## src/rtl/i2cstub_pkg.sv

```systemverilog
package i2cstub_pkg;
   localparam int BYTE_W = 8;

   typedef struct packed {
      logic wr_start;
      logic rd_start;
      logic finish;
      logic nack;
   } i2c_ev_t;
endpackage

```

## src/rtl/i2cstub_ptr.sv

```systemverilog
module i2cstub_ptr #(
   parameter int PTR_W = 8
) (
   input  logic             clk,
   input  logic             rst_n,
   input  logic             ev_wr_start,
   input  logic             wr_stb,
   input  logic [PTR_W-1:0] wr_data,
   input  logic             rd_req,
   output logic [PTR_W-1:0] ptr,
   output logic             addr_phase,
   output logic             data_we
);
   localparam logic [PTR_W-1:0] ONE = PTR_W'(1);

   assign data_we = wr_stb && !addr_phase;

   always_ff @(posedge clk or negedge rst_n) begin
      if (!rst_n) begin
         ptr        <= '0;
         addr_phase <= 1'b0;
      end else begin
         if (wr_stb) begin
            if (addr_phase) ptr <= wr_data;
            else            ptr <= ptr + ONE;
         end else if (rd_req) begin
            ptr <= ptr + ONE;
         end
         if (ev_wr_start)  addr_phase <= 1'b1;
         else if (wr_stb)  addr_phase <= 1'b0;
      end
   end

   assert_ptr_step_R3: assert property (@(posedge clk) disable iff (!rst_n)
      (data_we || (rd_req && !wr_stb)) |=> ptr == $past(ptr) + ONE);

   assert_ptr_hold_R11: assert property (@(posedge clk) disable iff (!rst_n)
      (!wr_stb && !rd_req) |=> $stable(ptr));

   assert_addr_load_R2: assert property (@(posedge clk) disable iff (!rst_n)
      (wr_stb && addr_phase) |=> ptr == $past(wr_data));
endmodule

```

## src/rtl/i2cstub_link.sv

```systemverilog
module i2cstub_link #(
   parameter int              DATA_W   = 8,
   parameter logic [7:0]      CTRL_ADR = 8'h1A,
   parameter int              REQ_BIT  = 2,
   parameter int              GNT_BIT  = 1
) (
   input  logic              clk,
   input  logic              rst_n,
   input  logic              data_we,
   input  logic [7:0]        ptr,
   input  logic [DATA_W-1:0] wr_data,
   input  logic              ev_finish,
   output logic              req_pend,
   output logic              ddc_on,
   output logic              skip_fin
);
   logic ctrl_we;
   logic req_bit, gnt_bit;

   assign ctrl_we = data_we && (ptr == CTRL_ADR);
   assign req_bit = wr_data[REQ_BIT];
   assign gnt_bit = wr_data[GNT_BIT];

   always_ff @(posedge clk or negedge rst_n) begin
      if (!rst_n) begin
         req_pend <= 1'b0;
         ddc_on   <= 1'b0;
         skip_fin <= 1'b0;
      end else begin
         if (ev_finish) skip_fin <= 1'b0;
         if (ctrl_we) begin
            if (req_bit) begin
               req_pend <= 1'b1;
               if (gnt_bit) begin
                  ddc_on   <= 1'b1;
                  skip_fin <= 1'b1;
               end
            end else begin
               req_pend <= 1'b0;
               ddc_on   <= 1'b0;
            end
         end
      end
   end

   assert_grant_enter_R6: assert property (@(posedge clk) disable iff (!rst_n)
      (ctrl_we && req_bit && gnt_bit) |=> (ddc_on && skip_fin && req_pend));

   assert_drop_leave_R8: assert property (@(posedge clk) disable iff (!rst_n)
      (ctrl_we && !req_bit) |=> (!ddc_on && !req_pend));

   assert_mode_needs_req_R7: assert property (@(posedge clk) disable iff (!rst_n)
      ddc_on |-> req_pend);

   assert_finish_clears_R6: assert property (@(posedge clk) disable iff (!rst_n)
      (ev_finish && !ctrl_we) |=> (!skip_fin && $stable(ddc_on)));
endmodule

```

## src/rtl/i2cstub_rdmux.sv

```systemverilog
module i2cstub_rdmux #(
   parameter int                   DATA_W    = 8,
   parameter int                   NUM_FIXED = 2,
   parameter logic [NUM_FIXED*8-1:0]      FIX_ADR = {8'h3D, 8'h1B},
   parameter logic [NUM_FIXED*DATA_W-1:0] FIX_VAL = {8'h04, 8'hB0},
   parameter logic [7:0]           CTRL_ADR  = 8'h1A,
   parameter int                   REQ_BIT   = 2,
   parameter int                   GNT_BIT   = 1
) (
   input  logic [7:0]        ptr,
   input  logic              req_pend,
   output logic [DATA_W-1:0] rd_data
);
   localparam logic [DATA_W-1:0] CTRL_ACK =
      DATA_W'((1 << REQ_BIT) | (1 << GNT_BIT));

   logic [NUM_FIXED-1:0]      hit;
   logic [DATA_W-1:0]         part [NUM_FIXED];

   for (genvar i = 0; i < NUM_FIXED; i++) begin : g_fixed
      assign hit[i]  = (ptr == FIX_ADR[i*8 +: 8]);
      assign part[i] = hit[i] ? FIX_VAL[i*DATA_W +: DATA_W] : '0;
   end

   always_comb begin
      rd_data = '0;
      if (ptr == CTRL_ADR) begin
         if (req_pend) rd_data = CTRL_ACK;
      end else begin
         for (int k = 0; k < NUM_FIXED; k++) rd_data = rd_data | part[k];
      end
   end
endmodule

```

## src/rtl/i2cstub_regs.sv

```systemverilog
module i2cstub_regs #(
   parameter int         DATA_W    = 8,
   parameter logic [7:0] CTRL_ADR  = 8'h1A,
   parameter logic [7:0] ID_ADR    = 8'h1B,
   parameter logic [7:0] ID_VAL    = 8'hB0,
   parameter logic [7:0] STAT_ADR  = 8'h3D,
   parameter logic [7:0] STAT_VAL  = 8'h04,
   parameter int         REQ_BIT   = 2,
   parameter int         GNT_BIT   = 1
) (
   input  logic              clk,
   input  logic              rst_n,
   input  logic              ev_wr_start,
   input  logic              ev_rd_start,
   input  logic              ev_finish,
   input  logic              ev_nack,
   input  logic              wr_stb,
   input  logic [DATA_W-1:0] wr_data,
   input  logic              rd_req,
   output logic [DATA_W-1:0] rd_data,
   output logic [7:0]        cur_ptr,
   output logic              ddc_mode,
   output logic              skip_finish
);
   import i2cstub_pkg::*;

   localparam int NUM_FIXED = 2;

   if (DATA_W != BYTE_W) begin : g_bad_width
      $error("i2cstub_regs: DATA_W must equal the bus byte width");
   end
   if (REQ_BIT == GNT_BIT || REQ_BIT >= DATA_W || GNT_BIT >= DATA_W) begin : g_bad_bits
      $error("i2cstub_regs: request and grant bits must be distinct and in range");
   end
   if (ID_ADR == CTRL_ADR || STAT_ADR == CTRL_ADR || ID_ADR == STAT_ADR) begin : g_bad_map
      $error("i2cstub_regs: register addresses must be distinct");
   end

   i2c_ev_t ev;
   logic    addr_phase, data_we, req_pend;

   assign ev = '{wr_start: ev_wr_start, rd_start: ev_rd_start,
                 finish: ev_finish, nack: ev_nack};

   i2cstub_ptr #(.PTR_W(8)) u_ptr (
      .clk(clk), .rst_n(rst_n), .ev_wr_start(ev.wr_start),
      .wr_stb(wr_stb), .wr_data(wr_data), .rd_req(rd_req),
      .ptr(cur_ptr), .addr_phase(addr_phase), .data_we(data_we)
   );

   i2cstub_link #(.DATA_W(DATA_W), .CTRL_ADR(CTRL_ADR),
                  .REQ_BIT(REQ_BIT), .GNT_BIT(GNT_BIT)) u_link (
      .clk(clk), .rst_n(rst_n), .data_we(data_we), .ptr(cur_ptr),
      .wr_data(wr_data), .ev_finish(ev.finish), .req_pend(req_pend),
      .ddc_on(ddc_mode), .skip_fin(skip_finish)
   );

   i2cstub_rdmux #(.DATA_W(DATA_W), .NUM_FIXED(NUM_FIXED),
                   .FIX_ADR({STAT_ADR, ID_ADR}), .FIX_VAL({STAT_VAL, ID_VAL}),
                   .CTRL_ADR(CTRL_ADR), .REQ_BIT(REQ_BIT), .GNT_BIT(GNT_BIT)) u_rdmux (
      .ptr(cur_ptr), .req_pend(req_pend), .rd_data(rd_data)
   );

   logic unused_ev;
   assign unused_ev = ev.rd_start ^ ev.nack;

   assert_id_read_R4: assert property (@(posedge clk) disable iff (!rst_n)
      (rd_req && cur_ptr == ID_ADR) |-> rd_data == ID_VAL);

   assert_status_read_R5: assert property (@(posedge clk) disable iff (!rst_n)
      (rd_req && cur_ptr == STAT_ADR) |-> (rd_data == STAT_VAL && !rd_data[0]));

   assert_other_read_R10: assert property (@(posedge clk) disable iff (!rst_n)
      (rd_req && cur_ptr != ID_ADR && cur_ptr != STAT_ADR && cur_ptr != CTRL_ADR)
      |-> rd_data == '0);
endmodule

```

## config.mk

```make
export PLATFORM = sky130hd
export DESIGN_NAME = i2cstub_regs
export DESIGN_NICKNAME = d
export VERILOG_FILES = /design/src/rtl/i2cstub_pkg.sv /design/src/rtl/i2cstub_ptr.sv /design/src/rtl/i2cstub_link.sv /design/src/rtl/i2cstub_rdmux.sv /design/src/rtl/i2cstub_regs.sv
export SDC_FILE = /design/constraint.sdc
export NUM_CORES = 1
export LEC_CHECK = 0
export BUFFER_PORTS_ARGS = -buffer_cell sky130_fd_sc_hd__buf_2
export CORE_ASPECT_RATIO = 0.8
export CORE_MARGIN = 2
export CORE_UTILIZATION = 45
export CTS_BUF_LIST = sky130_fd_sc_hd__clkbuf_4 sky130_fd_sc_hd__clkbuf_8 sky130_fd_sc_hd__clkbuf_16
export DETAILED_ROUTE_END_ITERATION = 10
export PLACE_DENSITY_LB_ADDON = 0.15
export SETUP_SLACK_MARGIN = 0.1
export SKIP_LAST_GASP = 1
export SYNTH_ARGS = -nofsm -noshare
export SYNTH_HDL_FRONTEND = slang
export SYNTH_SLANG_ARGS = --single-unit
```

## constraint.sdc

```tcl
create_clock -name clk -period 2.45 [get_ports clk]
set_input_delay 0.1225 -clock clk [delete_from_list [all_inputs] [get_ports clk]]
set_output_delay 0.1225 -clock clk [all_outputs]
set_load 0.1 [all_outputs]
```

# Word level (Yosys, flattened, before mapping)
# Cells that the tools add are included.
# W data, S select, Z words.
# classes
addsub	1
eq_ne	4
muxes	16
n_bitwise	1
n_reduce_logical	6
# op_table
operator	count
$mux W8	5
$eq A8 B5 Y1 const B	2
$mux W1	9
$add A8 B1 Y8 const B	1
$eq A8 B6 Y1 const B	1
$or A8 B8 Y8	1
$mux W3	2
$reduce_bool A2 Y1	2
$logic_and A1 B1 Y1	2
$ne A2 B2 Y1 const B	1
$reduce_and A2 Y1	1
$logic_not A1 Y1	1
# word_totals
reg_bits	12
in_bits	16
output_inout_bits	18
wordCells	33

# Depth between registers and ports, before layout
# Gate-level depths: netlist (run 1).
# logic_depth
word_depth	4
depth_mapped	6
ltp_nobuf	6

# By module
# Synthesis (run 1) repeated with hierarchy kept, for this count alone.
# unflattened
hier_cells	78
area_unflattened_um2	764.5
# by_module_without_submodules
module	n_inst	cells_each	area_each_um2	seq_area_each_um2
i2cstub_ptr	1	51	481.7	225.2
i2cstub_link	1	13	173.9	75.1
i2cstub_rdmux	1	14	108.9	0.0

# Worst setup path before layout (run 1)
# No wires, ideal clock.
# synth_path
path_kind	register to output
startpoint	register u_ptr.ptr[2]
endpoint	output port rd_data[5]
arrival_ns	5.416
setup_slack_ns	-3.089
path_stages_with_launch	4
n_path_buf	1
path_cell_list	dfrtp_1 -> or4_4 -> nor4b_1 -> buf_4
# synth_between
elab_chain_len	4
# synth_rtl
item	line	text
from (decl)	i2cstub_ptr.sv:10	output logic [PTR_W-1:0] ptr,
from (signal assigned)	i2cstub_ptr.sv:24	if (addr_phase) ptr <= wr_data;
from (signal assigned)	i2cstub_ptr.sv:25	else ptr <= ptr + ONE;
from (signal assigned)	i2cstub_ptr.sv:27	ptr <= ptr + ONE;
$eq A8 B5 Y1	i2cstub_rdmux.sv:21	assign hit[i] = (ptr == FIX_ADR[i*8 +: 8]);
$mux W8	i2cstub_rdmux.sv:22	assign part[i] = hit[i] ? FIX_VAL[i*DATA_W +: DATA_W] : '0;
$or A8 B8 Y8	i2cstub_rdmux.sv:30	for (int k = 0; k < NUM_FIXED; k++) rd_data = rd_data | part[k];
$mux W8 (*)	i2cstub_rdmux.sv:27	if (ptr == CTRL_ADR) begin
to (decl)	i2cstub_regs.sv:20	output logic [DATA_W-1:0] rd_data,
# Mark *: on every way between the ends. The rest lies on a longest branch, timed or not.

# Worst setup path in the final report (run 1)
# Same ends and word-level chain as after synthesis.

==> summary.md, run 1 <==
| Metric | Value |
|---|---|
| Core Rows | `13` |
| CTS buffer count | `3` |
| Setup Crit Path Kind | `reg2out` |
| Seq/Total Area, Yosys | `0.410` |
| Nets | `127` |
| Status | `complete, no violations` |
| Max Freq | `431 MHz` |
| WL/cell | `13.1 µm` |
| Die area | `1970 µm²` |
| H-tree depth | `1` |
| Leakage | `0.474 nW` |
| Vias in the first global route | `565` |
| Fin crit period | `2.32 ns` |
| Worst Skew | `0.00792 ns` |
| Clk root buf | `clkbuf_4` |
| Initial Utilization | `0.465` |
| Async SR Flop Fraction | `1.00` |
| First-iteration detailed-routing DRC count | `20` |
| Yosys warnings | `0` |
| Final Non-Filler Cells | `129` |
| Most frequent cell after synthesis | `dfrtp_1` |
| Largest family of logic cells by synthesized area | `simple AND/OR/NAND/NOR gates` |
| Seq cells post-synth | `12` |
| Number of synthesized flops with an enable pin | `0` |
| Vias | `677` |
| Core area | `1580 µm²` |
| Area share of fa/ha/maj cells after synthesis | `0.0512` |
| Main area contributors after synthesis | `dfrtp_1 (41%), nand2_1 (5.6%), buf_4 (5.1%)` |
| Mapped Cells | `79` |
| CP endpoint kind | `primary output` |
| Simple-gate share of the synthesized area | `0.220` |
| Initial DRT Pass Iterations | `4` |
| Post-synthesis compound-gate area fraction | `0.171` |
| XOR/XNOR Fraction of Synth Area | `0.0358` |
| Hold violation total from the final report | `0` |
| Clock transition at path regs | `0.07 ns` |
| Initial antenna violation count | `0` |
| Post-synth top area cell | `dfrtp_1` |
| Fin crit share | `0.948` |
| Setup bufs post-CTS | `0` |
| Synth top cells by count | `dfrtp_1 (12), nand2_1 (11), buf_4 (5), inv_1 (5), o21ai_0 (5)` |
| Max FO, Critical Path | `6` |
| Main synth FF type | `dfrtp_1` |
| Routability cong. | `0.783` |
| Hpwl dp | `1320 µm` |
| Fin worst setup slack | `0.128 ns` |
| Share of layout cells above drive strength 1 | `0.449` |
| PwrDens | `926 nW/µm²` |
| Worst Reg-to-Reg Cells | `3` |
| Area growth syn-to-layout | `30.4%` |
| Hold path cells | `2` |
| WHS | `0.0255 ns` |
| Post-Place Worst Slack | `0.409 ns` |
| Mapped cell area | `733 µm²` |
| Die Span Y | `40.1 µm` |
| Fin Setup TNS | `0 ns` |
| Port Buf Inserts | `28` |
| Library cells used by synthesis | `30` |
| Final ANT Viol Nets | `0` |
| Mapped Avg Cell Area | `9.28 µm²` |
| Critical Path RT | `2.33 ns` |
| Total GRT Usage | `0.186` |
| WP data arrival | `2.20 ns` |
| Post-synthesis mux area share | `0.0205` |
| Setup violations, final | `0` |
| Number of remaining DRC errors | `0` |
| Worst skew pair latency | `0.28 ns` |
| Crit path launch type | `register` |
| Fin. max-slew vios | `0` |
| Diode count | `0` |
| RSZ-0062 raised after global routing | `yes` |
| Grt total ovfl | `0` |
| I/O pin count | `34` |
| First-pass GRT wire length | `2580 µm` |
| Max VDD drop | `0.595 mV` |
| Largest net degree at the start of global routing | `13` |
| Clock Tree Buf Depth | `2` |
| TritonCTS clock tree | `done` |
| Max cap viols | `0` |
| Clock sink count | `12` |
| Area share of the largest cell type after synthesis | `0.410` |
| Die Wd | `49.1 µm` |
| Avg Vias per Cell | `5.25` |
| Worst min path class | `in2reg` |
| DP Cell Count | `124` |
| Routed wire length | `1690 µm` |
-- layout by cell type (no fill, tap or decap), types with 2 or more instances in the layout --
| master | Yosys | layout |
|---|---|---|
| conb_1 | 1 | 3 |
| a221o_1 | 3 | 3 |
| dfrtp_2 | 0 | 6 |
| xor2_1 | 2 | 2 |
| clkbuf_4 | 0 | 4 |
| nand2_1 | 11 | 11 |
| ha_1 | 3 | 3 |
| nor3_1 | 3 | 2 |
| dfrtp_4 | 0 | 2 |
| nand3_1 | 4 | 4 |
| inv_1 | 5 | 5 |
| a21o_1 | 3 | 3 |
| a21oi_1 | 2 | 2 |
| dfrtp_1 | 12 | 4 |
| nor2_1 | 3 | 3 |
| o21ai_0 | 5 | 5 |
| buf_2 | 0 | 28 |
-- flip-flops by register name, summed over array words and instances (netlist names) --
register          count
u_ptr.ptr             8
u_link.ddc_on         1
u_link.req_pend       1
u_link.skip_fin       1
u_ptr.addr_phase      1
-- power breakdown --
group / switching (mW) / internal [mW] / total (mW) / leakage, nW
Combinational: 0.359 / 0.0867 / 0.445 / 0.316
Clock: 0.0658 / 0.0742 / 0.140 / 0.0184
Sequential: 0.0569 / 0.243 / 0.300 / 0.140
-- area by class of cell --
type | instances | area (µm²)
Fill cell | 148 | 622
Multi-Input combinational cell | 57 | 414
Sequential cell | 12 | 315
Timing Repair Buffer | 29 | 150
Clock buffer | 4 | 30.0
Tap cell | 22 | 27.5
Inverter | 5 | 18.8
-- cell families after synthesis --
group / after synthesis
and+or+nand+nor: 29
buffers and inverters: 12
AOI/OAI and AO/OA: 18
other: 1
muxes: 1
DFF: 12
adders and majority gates: 3
xor gates and xnor gates: 3
-- final timing paths --
check | slack [ns] | to | startpoint
hold reg to reg | 0.54 | u_link.req_pend | u_link.req_pend
max in group asynchronous | 1.95 | u_ptr.ptr[2] | rst_n
setup / recovery | 0.13 | rd_data[5] | u_ptr.ptr[2]
setup reg to reg | 0.55 | u_link.req_pend | u_ptr.ptr[2]
hold / removal | 0.03 | u_link.skip_fin | ev_finish
min in group asynchronous | 0.25 | u_ptr.ptr[4] | rst_n
-- repair_timing --
action | 4_1_cts | 5_1_grt
resized for setup | 0 | 0
endpoints found under the setup margin | 0 | 3
hold buffers | 1 | 0
endpoints found under the hold margin | 12 | 0
-- routing by layer --
metal | share of wire | wire length (µm) | vias up | global-route usage
met1 | 0.46 | 781 | 311 | 0.246
met3 | 0.068 | 115 | 4 | 0.0373
li1 | - | - | 332 | -
met2 | 0.45 | 766 | 30 | 0.291
met4 | 0.014 | 23 | 0 | 0.107
met5 | 0 | 0 | - | 0
-- critical path, cell delays in order (launching register included) --
cell	delay, ns
dfrtp_4	0.51
or4_4	0.61
nor4b_4	0.33
buf_2	0.48
-- stage by stage --
step                      instance area, µm²  power, mW   util
final                                    956      0.885  0.606
after global routing                     956      0.927  0.606
after CTS                                956      0.890  0.606
after detailed placement                 916      0.748  0.580
after global placement                   916      0.744  0.580
after floorplan                          801      0.668      -
(Power assumes the default switching activity.)
==> run 2, diff against run 1 <==
--- a/config.mk
+++ b/config.mk
@@ -12,8 +12,10 @@
 export CTS_BUF_LIST = sky130_fd_sc_hd__clkbuf_4 sky130_fd_sc_hd__clkbuf_8 sky130_fd_sc_hd__clkbuf_16
 export DETAILED_ROUTE_END_ITERATION = 10
 export PLACE_DENSITY_LB_ADDON = 0.15
+export REMOVE_ABC_BUFFERS = 1
 export SETUP_SLACK_MARGIN = 0.1
 export SKIP_LAST_GASP = 1
 export SYNTH_ARGS = -nofsm -noshare
 export SYNTH_HDL_FRONTEND = slang
 export SYNTH_SLANG_ARGS = --single-unit
+export TNS_END_PERCENT = 50
==> run 2 against run 1 <==
  * Die area unchanged
  * Hold slack got worse by 0.0025 ns
  * First-iteration DRC count decreased by 60%
  * Via count increased by 1.5%
  * Total power decreased by 0.47%
  * Wire length increased by 1.8%
  * Register-to-register slack improved by 0.09 ns
  * Sequential power decreased by 5%
  * Combinational power decreased by 2%
  * Largest cell class unchanged
  * Highest routed layer unchanged
==> summary.md, run 2 (synthesis results as in run 1) <==
| Metric | Value |
|---|---|
| Cell family with most CP delay | `simple AND/OR/NAND/NOR gates (unchanged)` |
| First-pass GRT wire length | `2870 µm (was 2580 µm)` |
| Nets | `127 (unchanged)` |
| Buffer and inverter count on the worst path | `1 (unchanged)` |
| Fin crit share | `0.938 (was 0.948)` |
| Initial antenna violation count | `0 (unchanged)` |
| WL/cell | `13.3 µm (was 13.1 µm)` |
| Max reg flops | `8 (unchanged)` |
| Clock sink count | `12 (unchanged)` |
| Die Span Y | `40.1 µm (unchanged)` |
| Total Power | `0.881 mW (was 0.885 mW)` |
| Avg Vias per Cell | `5.33 (was 5.25)` |
| Combinational share of power | `0.492 (was 0.503)` |
| Vias in the first global route | `643 (was 565)` |
| Die Wd | `49.1 µm (unchanged)` |
| Leakage | `0.468 nW (was 0.474 nW)` |
| Most flops, register | `u_ptr.ptr (unchanged)` |
| Most frequent cells in the layout | `buf_2 (25), dfrtp_1 (12), nand2_1 (11) (was buf_2 (28), nand2_1 (11), dfrtp_2 (6))` |
| Commonest non-fill, non-tap cell in the layout | `buf_2 (unchanged)` |
| Routability cong. | `0.783 (about the same)` |
| Max VDD drop | `0.417 mV (was 0.595 mV)` |
| Sequential power share | `0.324 (was 0.339)` |
| Slowest CP cell | `or4_4 (unchanged)` |
| Pint | `0.406 mW (was 0.404 mW)` |
| Max cap viols | `0 (unchanged)` |
| CTS buffer count | `3 (unchanged)` |
| Die area | `1970 µm² (unchanged)` |
| Setup bufs post-CTS | `0 (unchanged)` |
| H-tree depth | `1 (unchanged)` |
| Critical Path RT | `2.33 ns (about the same)` |
| Setup Crit Path Kind | `reg2out (unchanged)` |
| Port Buf Inserts | `28 (unchanged)` |
| Worst skew pair latency | `0.28 ns (about the same)` |
| Hpwl dp | `1340 µm (was 1320 µm)` |
| Fin Setup TNS | `0 ns (unchanged)` |
| Worst Skew | `0.00927 ns (was 0.00792 ns)` |
| Sw frac | `0.539 (was 0.544)` |
| Clock transition at path regs | `0.07 ns (about the same)` |
| Max FO, Critical Path | `6 (unchanged)` |
| Fin. max-slew vios | `0 (unchanged)` |
| Cell chain of the critical path | `or4_4 > nor3_1 > a41o_1 > buf_2 (was or4_4 > nor4b_4 > buf_2)` |
| Largest net degree at the start of global routing | `13 (unchanged)` |
| Hold violation total from the final report | `0 (unchanged)` |
| First-iteration detailed-routing DRC count | `8 (was 20)` |
| RSZ-0062 raised after global routing | `yes (unchanged)` |
| Diode count | `0 (unchanged)` |
| Worst min path class | `in2reg (unchanged)` |
| CP endpoint kind | `primary output (unchanged)` |
| Area growth syn-to-layout | `25.9% (was 30.4%)` |
| CP max stage delay | `0.60 ns (was 0.61 ns)` |
| WP data arrival | `2.18 ns (was 2.20 ns)` |
| Vias | `687 (was 677)` |
| Max Freq | `435 MHz (was 431 MHz)` |
| Clk pwr share | `0.184 (was 0.158)` |
| Setup violations, final | `0 (unchanged)` |
| Routed wire length | `1720 µm (was 1690 µm)` |
| Total GRT Usage | `0.206 (was 0.186)` |
| Fin crit period | `2.30 ns (was 2.32 ns)` |
| Core Rows | `13 (unchanged)` |
| Status | `complete, no violations (unchanged)` |
| Clk root buf | `clkbuf_4 (unchanged)` |
| TritonCTS clock tree | `done (unchanged)` |
| Grt total ovfl | `0 (unchanged)` |
| Clock Tree Buf Depth | `2 (unchanged)` |
| Final ANT Viol Nets | `0 (unchanged)` |
| Share of layout cells above drive strength 1 | `0.355 (was 0.449)` |
| Initial Utilization | `0.465 (unchanged)` |
| Crit path launch type | `register (unchanged)` |
| PwrDens | `954 nW/µm² (was 926 nW/µm²)` |
| Psw | `0.475 mW (was 0.481 mW)` |
| Core area | `1580 µm² (unchanged)` |
| Initial DRT Pass Iterations | `4 (unchanged)` |
| Number of remaining DRC errors | `0 (unchanged)` |
| I/O pin count | `34 (unchanged)` |
## run 2: changes by cell type in the layout (fill, tap and decap cells not counted), moves of 2 or more
cell,previous run,this run
dfrtp_1,4,12
dfrtp_2,6,0
buf_2,28,25
clkbuf_4,4,6
dfrtp_4,2,0
## run 2: timing repair
item,in CTS,in global routing
setup endpoints to repair,3,4
resized for setup,0,4
hold buffers,1,0
hold endpoints to repair,12,0
## run 2: routing by layer
metal,share of wire,wire length (µm),GRT usage,up-vias
li1,-,-,-,333
met1,0.46,787,0.249,323
met2,0.45,776,0.351,24
met3,0.052,90,0.0373,7
met4,0.036,61,0.136,0
met5,0,0,0,-
## run 2: worst reg2reg max path, cell delays in order, from the launching register on
cell	delay [ns]
dfrtp_1	0.45
or4_4	0.60
nor4_4	0.33
mux2_4	0.33
## run 2: final cells by class
cell class / count / area (µm²)
Fill cell: 156 / 654
Multi-Input combinational cell: 57 / 383
Sequential cell: 12 / 300
Timing Repair Buffer: 29 / 158
Clock buffer: 4 / 36.3
Tap cell: 22 / 27.5
Inverter: 5 / 18.8
## run 2: worst paths after layout
check,startpoint,endpoint,slack (ns),cells after the start
worst min-delay path,ev_finish,u_link.skip_fin,0.02,2
worst max-delay path,u_ptr.ptr[2],rd_data[2],0.15,4
min in group asynchronous,rst_n,u_ptr.ptr[1],0.24,2
worst min register to register,u_link.ddc_on,u_link.ddc_on,0.54,2
worst max register to register,u_ptr.ptr[2],u_link.req_pend,0.64,3
max in group asynchronous,rst_n,u_ptr.addr_phase,1.99,2
## run 2: per-stage QoR
stage / hold slack [ns] / instance area, µm² / utilization / std cells / worst slack (ns)
floorplan: -0.173 / 696 / - / 74 / -8.19
global placement: 0.0161 / 863 / 0.547 / 124 / 0.419
detailed placement: 0.0183 / 863 / 0.547 / 124 / 0.395
CTS: 0.0256 / 910 / 0.577 / 129 / 0.0812
global route: 0.0140 / 923 / 0.585 / 129 / 0.0769
finish: 0.0230 / 923 / 0.585 / 129 / 0.151
## run 2: power by group through the flow
stage	registers (mW)	logic (mW)	clock network (mW)
2_1_floorplan	0.517	0.119	0
3_3_place_gp	0.288	0.426	0
3_5_place_dp	0.290	0.431	0
4_1_cts	0.286	0.433	0.164
5_1_grt	0.294	0.457	0.179
6_report	0.285	0.434	0.162
==> run 3, diff against run 2 <==
--- a/config.mk
+++ b/config.mk
@@ -7,13 +7,11 @@
 export LEC_CHECK = 0
 export BUFFER_PORTS_ARGS = -buffer_cell sky130_fd_sc_hd__buf_2
 export CORE_ASPECT_RATIO = 0.8
-export CORE_MARGIN = 2
 export CORE_UTILIZATION = 45
 export CTS_BUF_LIST = sky130_fd_sc_hd__clkbuf_4 sky130_fd_sc_hd__clkbuf_8 sky130_fd_sc_hd__clkbuf_16
 export DETAILED_ROUTE_END_ITERATION = 10
 export PLACE_DENSITY_LB_ADDON = 0.15
 export REMOVE_ABC_BUFFERS = 1
-export SETUP_SLACK_MARGIN = 0.1
 export SKIP_LAST_GASP = 1
 export SYNTH_ARGS = -nofsm -noshare
 export SYNTH_HDL_FRONTEND = slang
==> run 3 against run 2 <==
  * Worst setup slack worse by 0.031 ns
  * Final cell count decreased by 1.6%
  * First-iteration DRC count grew to 3.3 times the previous value
  * Combinational power decreased by 0.9%
==> summary.md, run 3 (synthesis results as in run 1) <==
| Metric | Value |
|---|---|
| Status | `complete, no violations (unchanged)` |
| Share of layout cells above drive strength 1 | `0.340 (was 0.355)` |
| Hold violation total from the final report | `0 (unchanged)` |
| Nets | `127 (unchanged)` |
| Die Wd | `47.1 µm (was 49.1 µm)` |
| Critical Path RT | `2.33 ns (about the same)` |
| Cell chain of the critical path | `or4_4 > nor4b_1 > buf_2 (was or4_4 > nor3_1 > a41o_1 > buf_2)` |
| Max Freq | `429 MHz (was 435 MHz)` |
| First-pass GRT wire length | `2790 µm (was 2870 µm)` |
| RSZ-0062 raised after global routing | `no (was yes)` |
| Buffer and inverter count on the worst path | `1 (unchanged)` |
| Max VDD drop | `0.897 mV (was 0.417 mV)` |
| Post-Place Worst Slack | `0.415 ns (was 0.395 ns)` |
| Number of remaining DRC errors | `0 (unchanged)` |
| Fin Setup TNS | `0 ns (unchanged)` |
| TritonCTS clock tree | `done (unchanged)` |
| Die area | `1800 µm² (was 1970 µm²)` |
| WHS | `0.0260 ns (was 0.0230 ns)` |
| Clk pwr share | `0.138 (was 0.184)` |
| Worst min path class | `in2reg (unchanged)` |
| Setup Crit Path Kind | `reg2out (unchanged)` |
| CP max stage delay | `0.59 ns (was 0.60 ns)` |
| Combinational share of power | `0.517 (was 0.492)` |
| Fin crit period | `2.33 ns (was 2.30 ns)` |
| WP data arrival | `2.21 ns (was 2.18 ns)` |
| Worst Skew | `0.00441 ns (was 0.00927 ns)` |
| Core Rows | `12 (was 13)` |
| Routability cong. | `0.822 (was 0.783)` |
| Clock sink count | `12 (unchanged)` |
| CTS buffer count | `3 (unchanged)` |
| Vias | `667 (was 687)` |
| Clock Tree Buf Depth | `2 (unchanged)` |
| Fill count | `151 (was 156)` |
| Setup violations, final | `0 (unchanged)` |
| Leakage | `0.463 nW (was 0.468 nW)` |
| Routed wire length | `1590 µm (was 1720 µm)` |
| Most frequent cells in the layout | `buf_2 (28), dfrtp_1 (12), nand2_1 (11) (was buf_2 (25), dfrtp_1 (12), nand2_1 (11))` |
| Fin crit share | `0.951 (was 0.938)` |
| Crit path launch type | `register (unchanged)` |
| Crit path launch | `u_ptr.ptr[2] (unchanged)` |
| Most flops, register | `u_ptr.ptr (unchanged)` |
| WL/cell | `12.5 µm (was 13.3 µm)` |
| Pint | `0.371 mW (was 0.406 mW)` |
| Diode count | `0 (unchanged)` |
| Max reg flops | `8 (unchanged)` |
| Area growth syn-to-layout | `22.0% (was 25.9%)` |
| Psw | `0.461 mW (was 0.475 mW)` |
| Initial DRT Pass Iterations | `4 (unchanged)` |
| Vias in the first global route | `646 (was 643)` |
| Total GRT Usage | `0.226 (was 0.206)` |
| I/O pin count | `34 (unchanged)` |
| Worst R2R Start | `u_ptr.ptr[2] (unchanged)` |
| Cell family with most CP delay | `simple AND/OR/NAND/NOR gates (unchanged)` |
| PwrDens | `930 nW/µm² (was 954 nW/µm²)` |
| Sequential power share | `0.345 (was 0.324)` |
| Grt total ovfl | `0 (unchanged)` |
| Sw frac | `0.554 (was 0.539)` |
| Fin. max-slew vios | `0 (unchanged)` |
| Avg Vias per Cell | `5.25 (was 5.33)` |
| Initial Utilization | `0.503 (was 0.465)` |
| Slowest CP cell | `or4_4 (unchanged)` |
| Max cap viols | `0 (unchanged)` |
| Final ANT Viol Nets | `0 (unchanged)` |
| Initial antenna violation count | `0 (unchanged)` |
| Hpwl dp | `1190 µm (was 1340 µm)` |
| Worst skew pair latency | `0.27 ns (was 0.28 ns)` |
| Largest net degree at the start of global routing | `13 (unchanged)` |
| Port Buf Inserts | `28 (unchanged)` |
| Clock transition at path regs | `0.07 ns (about the same)` |
| Clk root buf | `clkbuf_4 (unchanged)` |
| Commonest non-fill, non-tap cell in the layout | `buf_2 (unchanged)` |
| CP endpoint kind | `primary output (unchanged)` |
| Max FO, Critical Path | `6 (unchanged)` |
| Core area | `1460 µm² (was 1580 µm²)` |
| H-tree depth | `1 (unchanged)` |
| Die Span Y | `38.1 µm (was 40.1 µm)` |
| First-iteration detailed-routing DRC count | `26 (was 8)` |
| Hold_sp | `ev_wr_start (was ev_finish)` |
| Setup bufs post-CTS | `0 (unchanged)` |
| Fin worst setup slack | `0.120 ns (was 0.151 ns)` |
-- run 3: final cells by class --
type,count,area (µm²),share of cell area
Tap cell,21,26.3,0.0294
Timing Repair Buffer,29,150,0.168
Sequential cell,12,300,0.336
Multi-Input combinational cell,57,377,0.421
Inverter,5,18.8,0.0210
Clock buffer,3,22.5,0.0252
-- run 3: path summary, 6_finish.rpt --
path                       slack, ns  cells after the start               end
max                             0.12                      3        rd_data[5]
min                             0.03                      2  u_ptr.addr_phase
min in group asynchronous       0.25                      2     u_link.ddc_on
max in group asynchronous       1.98                      2      u_ptr.ptr[7]
max reg2reg                     0.65                      3   u_link.req_pend
min reg2reg                     0.52                      1   u_link.req_pend
-- run 3: per-layer routing --
layer / up-vias / global-route usage / wire, µm
li1: 328 / - / -
met1: 308 / 0.302 / 757
met2: 29 / 0.347 / 731
met3: 2 / 0.0849 / 98
met4: 0 / 0.0500 / 6
met5: - / 0 / 0
-- run 3: power by group through the flow --
stage	Combinational, mW	Clock (mW)	Sequential (mW)
6_report	0.430	0.115	0.287
5_1_grt	0.456	0.132	0.293
4_1_cts	0.432	0.121	0.285
3_5_place_dp	0.430	0	0.288
3_3_place_gp	0.424	0	0.287
2_1_floorplan	0.119	0	0.517
-- run 3: per-stage QoR --
step	util	cell area (µm²)	instances	power, mW
floorplan	-	696	74	0.636
global placement	0.592	862	123	0.711
detailed placement	0.592	862	123	0.718
CTS	0.614	895	127	0.838
global route	0.614	895	127	0.881
finish	0.614	895	127	0.832
-- run 3: repair_timing --
action,4_1_cts,5_1_grt
gates resized for setup,0,0
hold buffers,1,0
hold endpoints to repair,12,0
